<file path="src/rtl/dbl_loader_pkg.sv">
package dbl_loader_pkg;
  localparam int CH_COUNT   = 2;
  localparam int SLOT_COUNT = 2 * CH_COUNT;

  typedef struct packed {
    logic [SLOT_COUNT-1:0] loadSel;  // one-hot staging register write
    logic                  xfer;     // copy staging into outputs
  } strobe_t;
endpackage

</file>
<file path="src/rtl/dbl_loader_ctrl.sv">
module dbl_loader_ctrl
  import dbl_loader_pkg::*;
#(
  parameter int ADDR_W = $clog2(SLOT_COUNT)
) (
  input  logic              updN,
  input  logic              csN,
  input  logic              wrN,
  input  logic [ADDR_W-1:0] addr,
  output strobe_t           strobe
);
  logic writeHit;

  assign writeHit = !wrN && !csN;

  always_comb begin
    strobe = '0;
    for (int s = 0; s < SLOT_COUNT; s++) begin
      strobe.loadSel[s] = writeHit && (int'(addr) == s);
    end
    strobe.xfer = !wrN && !updN;
  end
endmodule

</file>
<file path="src/rtl/dbl_loader_datapath.sv">
module dbl_loader_datapath
  import dbl_loader_pkg::*;
#(
  parameter int BUS_W = 8,
  parameter int CH_W  = 12,
  parameter int LO_W  = 8
) (
  input  logic                     clk,
  input  logic                     clrN,
  input  strobe_t                  strobe,
  input  logic [BUS_W-1:0]         dataIn,
  output logic [CH_COUNT*CH_W-1:0] stageWord,
  output logic [CH_COUNT*CH_W-1:0] outWord
);
  localparam int HI_W = CH_W - LO_W;

  for (genvar ch = 0; ch < CH_COUNT; ch++) begin : g_chan
    logic [LO_W-1:0] loReg, loNext;
    logic [HI_W-1:0] hiReg, hiNext;
    logic [CH_W-1:0] outReg;

    assign loNext = strobe.loadSel[2*ch]   ? dataIn[LO_W-1:0] : loReg;
    assign hiNext = strobe.loadSel[2*ch+1] ? dataIn[HI_W-1:0] : hiReg;

    always_ff @(posedge clk or negedge clrN) begin
      if (!clrN) begin
        loReg  <= '0;
        hiReg  <= '0;
        outReg <= '0;
      end else begin
        loReg <= loNext;
        hiReg <= hiNext;
        if (strobe.xfer) outReg <= {hiNext, loNext};
      end
    end

    assign stageWord[ch*CH_W +: CH_W] = {hiReg, loReg};
    assign outWord[ch*CH_W +: CH_W]   = outReg;
  end
endmodule

</file>
<file path="src/rtl/dual_byte_loader.sv">
module dual_byte_loader
  import dbl_loader_pkg::*;
#(
  parameter int BUS_W = 8,
  parameter int CH_W  = 12,
  parameter int LO_W  = 8,
  localparam int ADDR_W = $clog2(SLOT_COUNT)
) (
  input  logic                     clk,
  input  logic                     clrN,
  input  logic                     updN,
  input  logic                     csN,
  input  logic                     wrN,
  input  logic [ADDR_W-1:0]        addr,
  input  logic [BUS_W-1:0]         dataIn,
  output logic [CH_COUNT*CH_W-1:0] dacWord
);
  strobe_t                  strobe;
  logic [CH_COUNT*CH_W-1:0] stageWord;

  dbl_loader_ctrl #(.ADDR_W(ADDR_W)) u_ctrl (
    .updN(updN), .csN(csN), .wrN(wrN), .addr(addr), .strobe(strobe)
  );

  dbl_loader_datapath #(.BUS_W(BUS_W), .CH_W(CH_W), .LO_W(LO_W)) u_dp (
    .clk(clk), .clrN(clrN), .strobe(strobe), .dataIn(dataIn),
    .stageWord(stageWord), .outWord(dacWord)
  );
endmodule

</file>
<file path="config.mk">
export PLATFORM = sky130hd
export DESIGN_NAME = dual_byte_loader
export DESIGN_NICKNAME = d
export VERILOG_FILES = /design/src/rtl/dbl_loader_pkg.sv /design/src/rtl/dbl_loader_ctrl.sv /design/src/rtl/dbl_loader_datapath.sv /design/src/rtl/dual_byte_loader.sv
export SDC_FILE = /design/constraint.sdc
export NUM_CORES = 1
export LEC_CHECK = 0
export BUFFER_PORTS_ARGS = -buffer_cell sky130_fd_sc_hd__buf_2
export CORE_MARGIN = 2
export CORE_UTILIZATION = 40
export DETAILED_ROUTE_END_ITERATION = 16
export GPL_TIMING_DRIVEN = 1
export HOLD_SLACK_MARGIN = 0.1
export PLACE_DENSITY_LB_ADDON = 0.12
export SYNTH_ARGS = -nofsm -noshare
export SYNTH_HDL_FRONTEND = slang
export SYNTH_SLANG_ARGS = --single-unit
</file>
<file path="constraint.sdc">
create_clock -name clk -period 1.5 [get_ports clk]
set_input_delay 0.15 -clock clk [delete_from_list [all_inputs] [get_ports clk]]
set_output_delay 0.15 -clock clk [all_outputs]
set_load 0.01 [all_outputs]
</file>
==> flow_metrics.py <==
metrics = {
    "clock_network": {
        "clock-sinks": 48,
        "cts_made_buffers": 5,
        "clk_latency_ns": 0.29,
        "cts_tree": "yes",
        "cts_resized": 0,
        "htreeDepth": 2,
        "clk_pin_slew_worst_paths_ns": 0.08,
        "root_buffer": "clkbuf_8",
        "cts_buffer_depth": 2,
    },
    "flow_run": {
        "drv_cap": 0,
    },
    "drt": {
        "wl_mm": 3.16,
        "vias_per_cell": 4.97,
        "wl_per_cell_um": 15.4,
        "drt_iter0_markers": 71,
        "first_pass_iters": 2,
        "ant_nets": 0,
        "drc_errors": 0,
        "vias": 1024,
    },
    "floorplanning": {
        "core_mm2": 0.00438,
        "io_pins": 39,
        "start_util_pct": 42.0,
        "fp.dieH_um": 71.9,
        "die_w_um": 71.9,
        "die_area_mm2": 0.00516,
        "rows": 24,
    },
    "final_layout": {
        "multi_input_area_um2": 628,
        "drive_above_1_share_pct": 66.9,
        "nets": 169,
        "area_growth_syn_to_layout_pct": 22.1,
        "fillers": 395,
        "diodes": 0,
        "fin_area_mm2": 0.00225,
        "layout.area.seq_mm2": 0.00120,
    },
    "place": {
        "port_buffers": 38,
        "hpwl_mm": 2.27,
        "gp_congestion": 0.658,
        "place_area_mm2": 0.00216,
    },
    "sta": {
        "post-route-period-util_pct": 83.6,
        "fmax_ghz": 0.797,
        "finalHoldViolCount": 0,
        "timing.final.max_slew_violations": 0,
        "finClkSkew_ns": 0.00309,
        "fin_crit_ns": 1.25,
        "setup_viol": 0,
        "slew_headroom_pct": 56.5,
        "worst_slew_pin_slew_ns": 0.653,
        "holdWs_ns": 0.128,
        "rsz0062_at_grt": "no",
    },
    "yosys": {
        "avgSynthCellArea_um2": 17.7,
        "ys_types": 8,
        "ys_seq_area_share_pct": 65.2,
        "synth_seq_cells": 48,
        "syn-cell-area_mm2": 0.00184,
        "syn_inst": 104,
        "syn_nets": 119,
        "synth_warnings": 0,
    },
    "power": {
        "vdd_drop_max_v": 0.000613,
        "p_leak_nw": 1.04,
        "total_power_w": 0.00324,
        "powerDensity_mw_per_mm2": 1440,
    },
    "global_route": {
        "antenna_found_initial": 0,
        "grt_max_degree": 29,
        "grt_pass1_vias": 1090,
        "overflow": 0,
        "grtUsageTotal_pct": 13.8,
        "grt_first_pass_wirelength_mm": 5.29,
    },
    "critical_path": {
        "worstPathRequired_ns": 1.67,
        "end_kind": "flip-flop",
        "cp-start-kind": "input port",
        "crit_type": "input port to flip-flop",
        "crit_arrival_ns": 1.43,
        "critPathMaxFanout": 5,
    },
    "hold_path": {
        "min_path_type": "input port to flip-flop",
    },
    "outcome": {
        "status": "completed",
    },
}
flip-flops by register name, summed over array words and instances, names as in the netlist:
signal,count
u_dp.g_chan.hiReg,8
u_dp.g_chan.outReg,24
u_dp.g_chan.loReg,16
repair_timing:
item / in CTS / in global routing
hold endpoints to repair: 27 / 0
buffers inserted: 0 / 0
hold buffers: 1 / 0
report_power, final:
group	total [W]	switching (W)	internal [W]	leakage, nW
clock	0.000695	0.000378	0.000317	0.0410
sequential	0.00176	0.000128	0.00163	0.578
combinational	0.000784	0.000351	0.000434	0.419
total	0.00324	0.000856	0.00238	1.04
stage by stage:
stage          setup WS [ns]  setup TNS [ns]  util (%)  cells
4_1_cts                0.228               0      51.3    206
6_report               0.245               0      51.3    206
3_5_place_dp         -0.0798          -0.656      49.3    198
2_1_floorplan        -0.0369          -0.295         -    104
5_1_grt                0.215               0      51.3    206
3_3_place_gp         -0.0579          -0.409      49.3    198
critical path, stage by stage:
cell	delay (ns)
buf_2	0.16
nor4b_4	0.30
buf_4	0.20
mux2_2	0.35
mux2_2	0.27
final timing paths:
kind	from	end	slack, ns	depth (start not counted)
max reg2reg	u_dp.g_chan[1].loReg[0]$_DFF_PN0_	u_dp.g_chan[1].outReg[0]$_DFFE_PN0P_	0.48	2
min in group asynchronous	clrN	u_dp.g_chan[1].hiReg[1]$_DFF_PN0_	0.42	2
max	wrN	u_dp.g_chan[1].outReg[4]$_DFFE_PN0P_	0.25	5
min reg2reg	u_dp.g_chan[0].loReg[0]$_DFF_PN0_	u_dp.g_chan[0].loReg[0]$_DFF_PN0_	0.50	1
min	dataIn[5]	u_dp.g_chan[1].loReg[5]$_DFF_PN0_	0.13	2
max in group asynchronous	clrN	u_dp.g_chan[1].loReg[6]$_DFF_PN0_	0.54	3
logic make-up (layout without fill, tap and decap cells):
group	count (synthesis)	in the layout	synth area share, %
buf+inv	3	53	0.815
flops	48	48	65.2
mux	48	48	29.3
simple gates	5	5	4.62
final cells by class:
type	instances	area share, %
Sequential cell	48	53.4
Multi-Input combinational cell	53	27.9
Timing Repair Buffer	46	12.3
Clock buffer	6	3.23
Tap cell	52	2.89
Clock inverter	1	0.222
cells in the final DEF (no fill, tap or decap):
cell,netlist,final
mux2_2,48,48
dfrtp_1,48,48
buf_2,2,38
clkbuf_8,0,5
buf_4,0,5
nor4b_4,2,2
buf_12,0,2
nor4_4,1,1
and4bb_1,1,1
nor2_2,0,1
clkinv_2,0,1
clkbuf_1,0,1
dlygate4sd3_1,0,1
Yosys cell counts:
library cell,instances,area share (%)
dfrtp_1,48,65
clkbuf_2,1,0.27
nor2_1,1,0.20
and4bb_1,1,0.68
mux2_2,48,29
nor4_4,1,1.2
buf_2,2,0.54
nor4b_4,2,2.6
metal layers:
| layer | global-route usage (%) | share of wire [%] |
|---|---|---|
| met4 | 4.40 | 0.54 |
| met3 | 4.64 | 5.4 |
| met1 | 18.4 | 47 |
| met5 | 0 | 0 |
| met2 | 21.3 | 47 |
Power figures use the tool's default switching activity.
